File: src/rtl/wt_pkg.sv
// Shared types and constants for the waveform tester.
// Assumes 12-bit converter codes.
package wt_pkg;
    typedef enum logic {DIR_UP = 1'b0, DIR_DOWN = 1'b1} slope_t;
    localparam int CODE_W = 12;
endpackage

File: src/rtl/wt_triangle.sv
// Triangle ramp: moves by STEP on each strobe, turning at PEAK and at zero.
// Assumes PEAK is a whole multiple of STEP, so both turn points are reached exactly.
module wt_triangle
    import wt_pkg::*;
#(
    parameter int DATA_W = 12,
    parameter int STEP   = 204,
    parameter int PEAK   = 4080
) (
    input  logic              clk,
    input  logic              rst_n,
    input  logic              en,
    output logic [DATA_W-1:0] code
);
    localparam logic [DATA_W-1:0] STEP_C = DATA_W'(STEP);
    localparam logic [DATA_W-1:0] PEAK_C = DATA_W'(PEAK);

    slope_t            dir_q;
    logic [DATA_W-1:0] val_q;
    logic [DATA_W-1:0] val_d;

    // Next ramp value for the current slope.
    always_comb begin
        val_d = (dir_q == DIR_UP) ? val_q + STEP_C : val_q - STEP_C;
    end

    // Ramp register and slope flag, updated on each strobe.
    always_ff @(posedge clk) begin
        if (!rst_n) begin
            val_q <= '0;
            dir_q <= DIR_UP;
        end else if (en) begin
            val_q <= val_d;
            if (dir_q == DIR_UP && val_d == PEAK_C)
                dir_q <= DIR_DOWN;
            else if (dir_q == DIR_DOWN && val_d == '0)
                dir_q <= DIR_UP;
        end
    end

    assign code = val_q;

    assert_hold_R2: assert property (@(posedge clk) disable iff (!rst_n)
        !en |=> $stable(val_q));
    assert_bound_R5: assert property (@(posedge clk) disable iff (!rst_n)
        val_q <= PEAK_C);
    assert_turn_top_R5: assert property (@(posedge clk) disable iff (!rst_n)
        (en && dir_q == DIR_UP && val_q == PEAK_C - STEP_C) |=> dir_q == DIR_DOWN);
    assert_turn_bot_R5: assert property (@(posedge clk) disable iff (!rst_n)
        (en && dir_q == DIR_DOWN && val_q == STEP_C) |=> dir_q == DIR_UP);
    assert_rise_R3: assert property (@(posedge clk) disable iff (!rst_n)
        (en && dir_q == DIR_UP) |=> val_q == $past(val_q) + STEP_C);
    assert_fall_R4: assert property (@(posedge clk) disable iff (!rst_n)
        (en && dir_q == DIR_DOWN) |=> val_q == $past(val_q) - STEP_C);
endmodule

File: src/rtl/wt_counter.sv
// Free-running sample counter; advances once per strobe and wraps.
// Assumes ACT_W is not wider than CNT_W.
module wt_counter #(
    parameter int CNT_W = 16,
    parameter int ACT_W = 8
) (
    input  logic             clk,
    input  logic             rst_n,
    input  logic             en,
    output logic [CNT_W-1:0] count,
    output logic [ACT_W-1:0] act
);
    logic [CNT_W-1:0] cnt_q;

    // Count strobes.
    always_ff @(posedge clk) begin
        if (!rst_n) cnt_q <= '0;
        else if (en) cnt_q <= cnt_q + 1'b1;
    end

    assign count = cnt_q;
    assign act   = cnt_q[CNT_W-1 -: ACT_W];

    assert_inc_R9: assert property (@(posedge clk) disable iff (!rst_n)
        en |=> cnt_q == $past(cnt_q) + 1'b1);
    assert_hold_R2: assert property (@(posedge clk) disable iff (!rst_n)
        !en |=> $stable(cnt_q));
endmodule

File: src/rtl/wt_square.sv
// Square pattern: chooses a low or high preset from one phase bit of the counter.
// Assumes the phase bit comes from the counter value before the current strobe.
module wt_square #(
    parameter int              DATA_W = 12,
    parameter logic [DATA_W-1:0] LO_CODE = 12'h333,
    parameter logic [DATA_W-1:0] HI_CODE = 12'hCCD
) (
    input  logic              clk,
    input  logic              rst_n,
    input  logic              en,
    input  logic              phase,
    output logic [DATA_W-1:0] code
);
    logic [DATA_W-1:0] sq_q;

    // Load the preset chosen by the phase bit.
    always_ff @(posedge clk) begin
        if (!rst_n) sq_q <= '0;
        else if (en) sq_q <= phase ? HI_CODE : LO_CODE;
    end

    assign code = sq_q;

    assert_legal_R7: assert property (@(posedge clk) disable iff (!rst_n)
        sq_q == '0 || sq_q == LO_CODE || sq_q == HI_CODE);
    assert_hold_R2: assert property (@(posedge clk) disable iff (!rst_n)
        !en |=> $stable(sq_q));
endmodule

File: src/rtl/wt_echo.sv
// Echo channel: captures a field of the readback word on each strobe.
// Assumes the field lies inside the readback word.
module wt_echo #(
    parameter int RB_W   = 32,
    parameter int DATA_W = 12,
    parameter int LSB    = 4
) (
    input  logic              clk,
    input  logic              rst_n,
    input  logic              en,
    input  logic [RB_W-1:0]   rdbk,
    output logic [DATA_W-1:0] code
);
    logic [DATA_W-1:0] ec_q;

    // Capture the code field from the readback.
    always_ff @(posedge clk) begin
        if (!rst_n) ec_q <= '0;
        else if (en) ec_q <= rdbk[LSB +: DATA_W];
    end

    assign code = ec_q;

    assert_capture_R8: assert property (@(posedge clk) disable iff (!rst_n)
        en |=> ec_q == $past(rdbk[LSB +: DATA_W]));
    assert_hold_R2: assert property (@(posedge clk) disable iff (!rst_n)
        !en |=> $stable(ec_q));
endmodule

File: src/rtl/waveform_tester.sv
// Top level: triangle, square and echo test codes with an activity byte.
// Assumes smp_en is one clock wide per sample. Reset is synchronous and active low.
module waveform_tester #(
    parameter int DATA_W = 12,
    parameter int STEP   = 204,
    parameter int PEAK   = 4080,
    parameter int CNT_W  = 16,
    parameter int ACT_W  = 8,
    parameter int RB_W   = 32,
    parameter int ECHO_LSB = 4
) (
    input  logic              clk,
    input  logic              rst_n,
    input  logic              smp_en,
    input  logic [RB_W-1:0]   rdbk_word,
    output logic [DATA_W-1:0] tri_code,
    output logic [DATA_W-1:0] sqr_code,
    output logic [DATA_W-1:0] echo_code,
    output logic [ACT_W-1:0]  activity
);
    logic [CNT_W-1:0] count;

    wt_triangle #(.DATA_W(DATA_W), .STEP(STEP), .PEAK(PEAK)) u_tri (
        .clk(clk), .rst_n(rst_n), .en(smp_en), .code(tri_code));

    wt_counter #(.CNT_W(CNT_W), .ACT_W(ACT_W)) u_cnt (
        .clk(clk), .rst_n(rst_n), .en(smp_en), .count(count), .act(activity));

    wt_square #(.DATA_W(DATA_W)) u_sq (
        .clk(clk), .rst_n(rst_n), .en(smp_en), .phase(count[1]), .code(sqr_code));

    wt_echo #(.RB_W(RB_W), .DATA_W(DATA_W), .LSB(ECHO_LSB)) u_echo (
        .clk(clk), .rst_n(rst_n), .en(smp_en), .rdbk(rdbk_word), .code(echo_code));

    assert_reset_R1: assert property (@(posedge clk)
        !rst_n |=> (tri_code == '0 && sqr_code == '0 && echo_code == '0 && activity == '0));
endmodule

File: config.mk
export PLATFORM = sky130hd
export DESIGN_NAME = waveform_tester
export DESIGN_NICKNAME = d
export VERILOG_FILES = /design/src/rtl/wt_pkg.sv /design/src/rtl/wt_triangle.sv /design/src/rtl/wt_counter.sv /design/src/rtl/wt_square.sv /design/src/rtl/wt_echo.sv /design/src/rtl/waveform_tester.sv
export SDC_FILE = /design/constraint.sdc
export NUM_CORES = 1
export LEC_CHECK = 0
export BUFFER_PORTS_ARGS = -buffer_cell sky130_fd_sc_hd__buf_2
export CORE_MARGIN = 3
export CORE_UTILIZATION = 50
export DETAILED_ROUTE_END_ITERATION = 8
export GPL_TIMING_DRIVEN = 1
export HOLD_SLACK_MARGIN = 0.08
export PLACE_DENSITY_LB_ADDON = 0.12
export SETUP_SLACK_MARGIN = 0.4
export SLEW_MARGIN = 30
export SYNTH_ARGS = -nofsm -noshare
export SYNTH_HDL_FRONTEND = slang
export SYNTH_SLANG_ARGS = --single-unit
File: constraint.sdc
create_clock -name clk -period 3.3 [get_ports clk]
set_clock_uncertainty 0.1 [all_clocks]
set_input_delay 0.495 -clock clk [delete_from_list [all_inputs] [get_ports clk]]
set_output_delay 0.495 -clock clk [all_outputs]
set_load 0.05 [all_outputs]
==> run_summary.xml <==
<?xml version="1.0" encoding="UTF-8"?>
<metrics>
  <group name="clock_tree">
    <metric name="clock_insertion_delay_at_the_later_pin_of_the_skew_report" unit="ns">0.29</metric>
    <metric name="clock_path_buffers" unit="">2</metric>
    <metric name="cts_setup_buffers" unit="">0</metric>
    <metric name="cts.repair.resized" unit="">0</metric>
    <metric name="cts_hold_repair_buffers" unit="">0</metric>
    <metric name="cts_root_buf" unit="">sky130_fd_sc_hd__clkbuf_8</metric>
    <metric name="tritoncts" unit="">done</metric>
    <metric name="cts_sinks" unit="">42</metric>
    <metric name="numCtsBuffers" unit="">5</metric>
    <metric name="clock_tree.htree_level_count" unit="">2</metric>
    <metric name="clkSlewWorstSetupHoldPaths" unit="ns">0.08</metric>
  </group>
  <group name="synthesis">
    <metric name="synth_top_flop_cell" unit="">sky130_fd_sc_hd__dfxtp_1</metric>
    <metric name="synthesis.yosys.warnings" unit="">0</metric>
    <metric name="asyncSetResetFlopFracSynth" unit="%">0</metric>
    <metric name="yosysTopAreaCell" unit="">sky130_fd_sc_hd__dfxtp_1</metric>
    <metric name="synth.top_cells.by_area" unit="">sky130_fd_sc_hd__dfxtp_1 (36%), sky130_fd_sc_hd__mux2i_1 (9.0%), sky130_fd_sc_hd__buf_4 (6.1%), sky130_fd_sc_hd__ha_1 (5.3%), sky130_fd_sc_hd__nor2b_1 (5.3%)</metric>
    <metric name="synth-edff-count" unit="">0</metric>
    <metric name="synth-seq-area-share" unit="%">35.84</metric>
    <metric name="synth.avg_cell_area" unit="sq um">9.734</metric>
    <metric name="netlist_area" unit="sq mm">0.002346</metric>
    <metric name="synth_cell_types" unit="">47</metric>
    <metric name="synth_top_area_share" unit="%">35.84</metric>
    <metric name="syn-instance-count" unit="">241</metric>
    <metric name="postSynthRegisterBits" unit="">42</metric>
  </group>
  <group name="place">
    <metric name="preCtsSetupSlack" unit="ns">0.9604</metric>
    <metric name="gp_congestion" unit="">0.8021</metric>
    <metric name="io_buffers" unit="">56</metric>
    <metric name="placed_cell_area" unit="sq mm">0.002542</metric>
    <metric name="place_hpwl" unit="mm">3.054</metric>
    <metric name="numPlacedInstances" unit="">326</metric>
  </group>
  <group name="grt">
    <metric name="initial_antenna_violation_count" unit="">0</metric>
    <metric name="grt_pass1_vias" unit="">1595</metric>
    <metric name="gr-total-overflow" unit="">0</metric>
    <metric name="grt_pass1_wl" unit="mm">7.334</metric>
    <metric name="grt_util_all_layers" unit="%">17.20</metric>
    <metric name="grt_start_max_net_pins" unit="">44</metric>
  </group>
  <group name="finish">
    <metric name="finalNetCount" unit="">327</metric>
    <metric name="diodes" unit="">0</metric>
    <metric name="final_cell_count_no_fill" unit="">334</metric>
    <metric name="layout-area-overhead-vs-synth" unit="%">12.43</metric>
    <metric name="stdcell_area" unit="sq mm">0.002638</metric>
    <metric name="fillerInstances" unit="">408</metric>
    <metric name="layout_cell_share_with_drive_strength_beyond_1" unit="%">26.60</metric>
    <metric name="fraction_of_the_core_area_covered_by_cells_at_the_end_of_the_flow" unit="%">59.35</metric>
  </group>
  <group name="routing">
    <metric name="drc_errors" unit="">0</metric>
    <metric name="vias" unit="">1728</metric>
    <metric name="detailed_router_iteration_count_before_antenna_repair" unit="">4</metric>
    <metric name="detailedRoute.firstIterationViolations" unit="">57</metric>
    <metric name="drt_wl_total" unit="mm">4.273</metric>
    <metric name="wl_per_cell" unit="microns">12.79</metric>
    <metric name="post_drt_via_cell_ratio" unit="">5.174</metric>
    <metric name="postRouteAntennaNets" unit="">0</metric>
  </group>
  <group name="die">
    <metric name="die-area" unit="sq mm">0.005550</metric>
    <metric name="die-width" unit="microns">74.50</metric>
    <metric name="die_y" unit="microns">74.50</metric>
    <metric name="floorplan.rows" unit="">24</metric>
    <metric name="coreArea" unit="sq mm">0.004444</metric>
    <metric name="io_pins" unit="">79</metric>
    <metric name="initial_standard_cell_utilization_of_the_core" unit="%">52.79</metric>
  </group>
  <group name="timing">
    <metric name="period_needed" unit="ns">2.356</metric>
    <metric name="worst_hold_slack" unit="ns">0.3546</metric>
    <metric name="setup_violations" unit="">0</metric>
    <metric name="achievable-frequency" unit="MHz">424.5</metric>
    <metric name="final.setup.tns" unit="ns">0</metric>
    <metric name="slew_violations" unit="">0</metric>
    <metric name="final_critical_path_setup_slack" unit="ns">0.9443</metric>
    <metric name="finalHoldViolCount" unit="">0</metric>
    <metric name="timing.final.crit_share" unit="%">71.39</metric>
    <metric name="grt_setup_unrepaired" unit="">false</metric>
  </group>
  <group name="critical_path">
    <metric name="stages_on_the_worst_setup_path" unit="">7</metric>
    <metric name="worst-path-buf-inv" unit="">0</metric>
    <metric name="cp_class" unit="">reg2reg</metric>
    <metric name="critical_path_arrival" unit="ns">2.49</metric>
    <metric name="critPathMaxStageDelay" unit="ns">0.48</metric>
    <metric name="worstPathCellList" unit="">fa_1 -&gt; a21o_1 -&gt; a221oi_4 -&gt; xor2_2 -&gt; a2111oi_4 -&gt; nand4_1 -&gt; nand3_1</metric>
    <metric name="critPathTopFamily" unit="">compound AO/OA/AOI/OAI gates</metric>
    <metric name="cp.required" unit="ns">3.44</metric>
    <metric name="worstPathMaxFanout" unit="">6</metric>
    <metric name="worstRegToRegCells" unit="">7</metric>
    <metric name="timing.critical_path.to_type" unit="">flip-flop</metric>
    <metric name="crit_path_start_kind" unit="">flip-flop</metric>
    <metric name="crit_path_top_delay_cell" unit="">sky130_fd_sc_hd__fa_1</metric>
  </group>
  <group name="power">
    <metric name="internal_power" unit="mW">0.7858</metric>
    <metric name="netSwitchingFraction" unit="%">33.24</metric>
    <metric name="ir_worst_vdd" unit="mV">0.3335</metric>
    <metric name="p_leak" unit="nW">1.218</metric>
    <metric name="share_seq_of_total_power" unit="%">46.8</metric>
    <metric name="power.combinational.fraction" unit="%">23.9</metric>
    <metric name="power_switching" unit="mW">0.3913</metric>
    <metric name="clockPowerShare" unit="%">29.4</metric>
    <metric name="totalPowerFinal" unit="mW">1.177</metric>
    <metric name="power_per_cell_area" unit="mW/mm^2">446.3</metric>
  </group>
  <group name="outcome">
    <metric name="outcome" unit="">completed</metric>
  </group>
  <group name="worst_hold_path">
    <metric name="worstHoldPathType" unit="">in2reg</metric>
    <metric name="timing.hold.worst_path_depth" unit="">3</metric>
  </group>
  <group name="job">
    <metric name="drv.max_cap_violation_count" unit="">0</metric>
  </group>
</metrics>
[worst paths after layout]
| path | to | slack (ns) | startpoint |
|---|---|---|---|
| worst max-delay path | u_tri.dir_q | 0.94 | u_tri.code[2] |
| worst min-delay path | u_echo.code[8] | 0.35 | rdbk_word[12] |
| worst max register to register | u_tri.dir_q | 0.94 | u_tri.code[2] |
| worst min register to register | u_sq.code[0] | 0.37 | u_sq.code[0] |
[layout make-up]
cell class | count | area, sq um | share of cell area [%]
Multi-Input combinational cell | 165 | 1304 | 49.43
Sequential cell | 42 | 840.8 | 31.88
Timing Repair Buffer | 59 | 302.8 | 11.48
Clock buffer | 6 | 82.58 | 3.131
Tap cell | 52 | 65.06 | 2.467
Inverter | 8 | 30.03 | 1.139
Clock inverter | 2 | 12.51 | 0.4744
[metal layers]
| layer | vias up | share of wire [%] | GRT usage (%) |
|---|---|---|---|
| li1 | 901 | - | - |
| met1 | 779 | 51 | 24.11 |
| met2 | 43 | 42 | 25.46 |
| met3 | 5 | 5.1 | 3.919 |
| met4 | 0 | 1.5 | 7.115 |
| met5 | - | 0 | 0 |
[placed cells by master (no fill, tap or decap), drive strengths merged, types with 4 or more instances in the layout]
| cell | Yosys | final |
|---|---|---|
| buf | 21 | 59 |
| dfxtp | 42 | 42 |
| mux2i | 21 | 21 |
| nor2b | 20 | 20 |
| and2 | 15 | 15 |
| xnor2 | 12 | 12 |
| ha | 10 | 10 |
| nand4 | 9 | 9 |
| inv | 8 | 8 |
| o21ai | 7 | 7 |
| nand3 | 7 | 7 |
| xor2 | 7 | 7 |
| nand2 | 6 | 6 |
| nor2 | 6 | 6 |
| clkbuf | 6 | 6 |
| or3 | 4 | 4 |
| and3 | 4 | 4 |
| a21boi | 4 | 4 |
[synth_stat cells (all sizes together), types with 2 or more instances]
library cell and instances:
dfxtp 42, buf 21, mux2i 21, nor2b 20, and2 15, xnor2 12, ha 10, nand4 9
inv 8, nand3 7, o21ai 7, xor2 7, clkbuf 6, nand2 6, nor2 6, a21boi 4
and3 4, or3 4, a21o 3, a21oi 3, nor3 3, a211oi 2, o211ai 2, o21a 2
o21bai 2
[sequential cells by signal, summed over array words and instances, names as in the netlist]
register	count
u_echo.code	12
u_tri.code	10
u_cnt.count	16
u_tri.dir_q	1
u_sq.code	3
[worst register-to-register path, cell delays in order (launching register included)]
cell	delay, ns
sky130_fd_sc_hd__dfxtp_1	0.40
sky130_fd_sc_hd__fa_1	0.49
sky130_fd_sc_hd__a21o_1	0.22
sky130_fd_sc_hd__a221oi_4	0.37
sky130_fd_sc_hd__xor2_2	0.16
sky130_fd_sc_hd__a2111oi_4	0.35
sky130_fd_sc_hd__nand4_1	0.12
sky130_fd_sc_hd__nand3_1	0.09
[power groups by stage]
stage / logic [mW] / registers (mW) / clock network, mW
2_1_floorplan: 0.162 / 0.633 / 0
3_3_place_gp: 0.280 / 0.561 / 0
3_5_place_dp: 0.282 / 0.562 / 0
4_1_cts: 0.283 / 0.551 / 0.360
5_1_grt: 0.302 / 0.555 / 0.378
6_report: 0.281 / 0.550 / 0.346
[kinds of logic after synthesis]
group	Yosys count	synth area share (%)
and+or+nand+nor	76	18.99
DFF	42	35.84
AOI/OAI and AO/OA	35	12.75
buffers and inverters	35	8.747
muxes	21	8.960
xor gates and xnor gates	20	8.373
adders and majority gates	11	6.187
other	1	0.1598
Power figures use the tool's default switching activity.
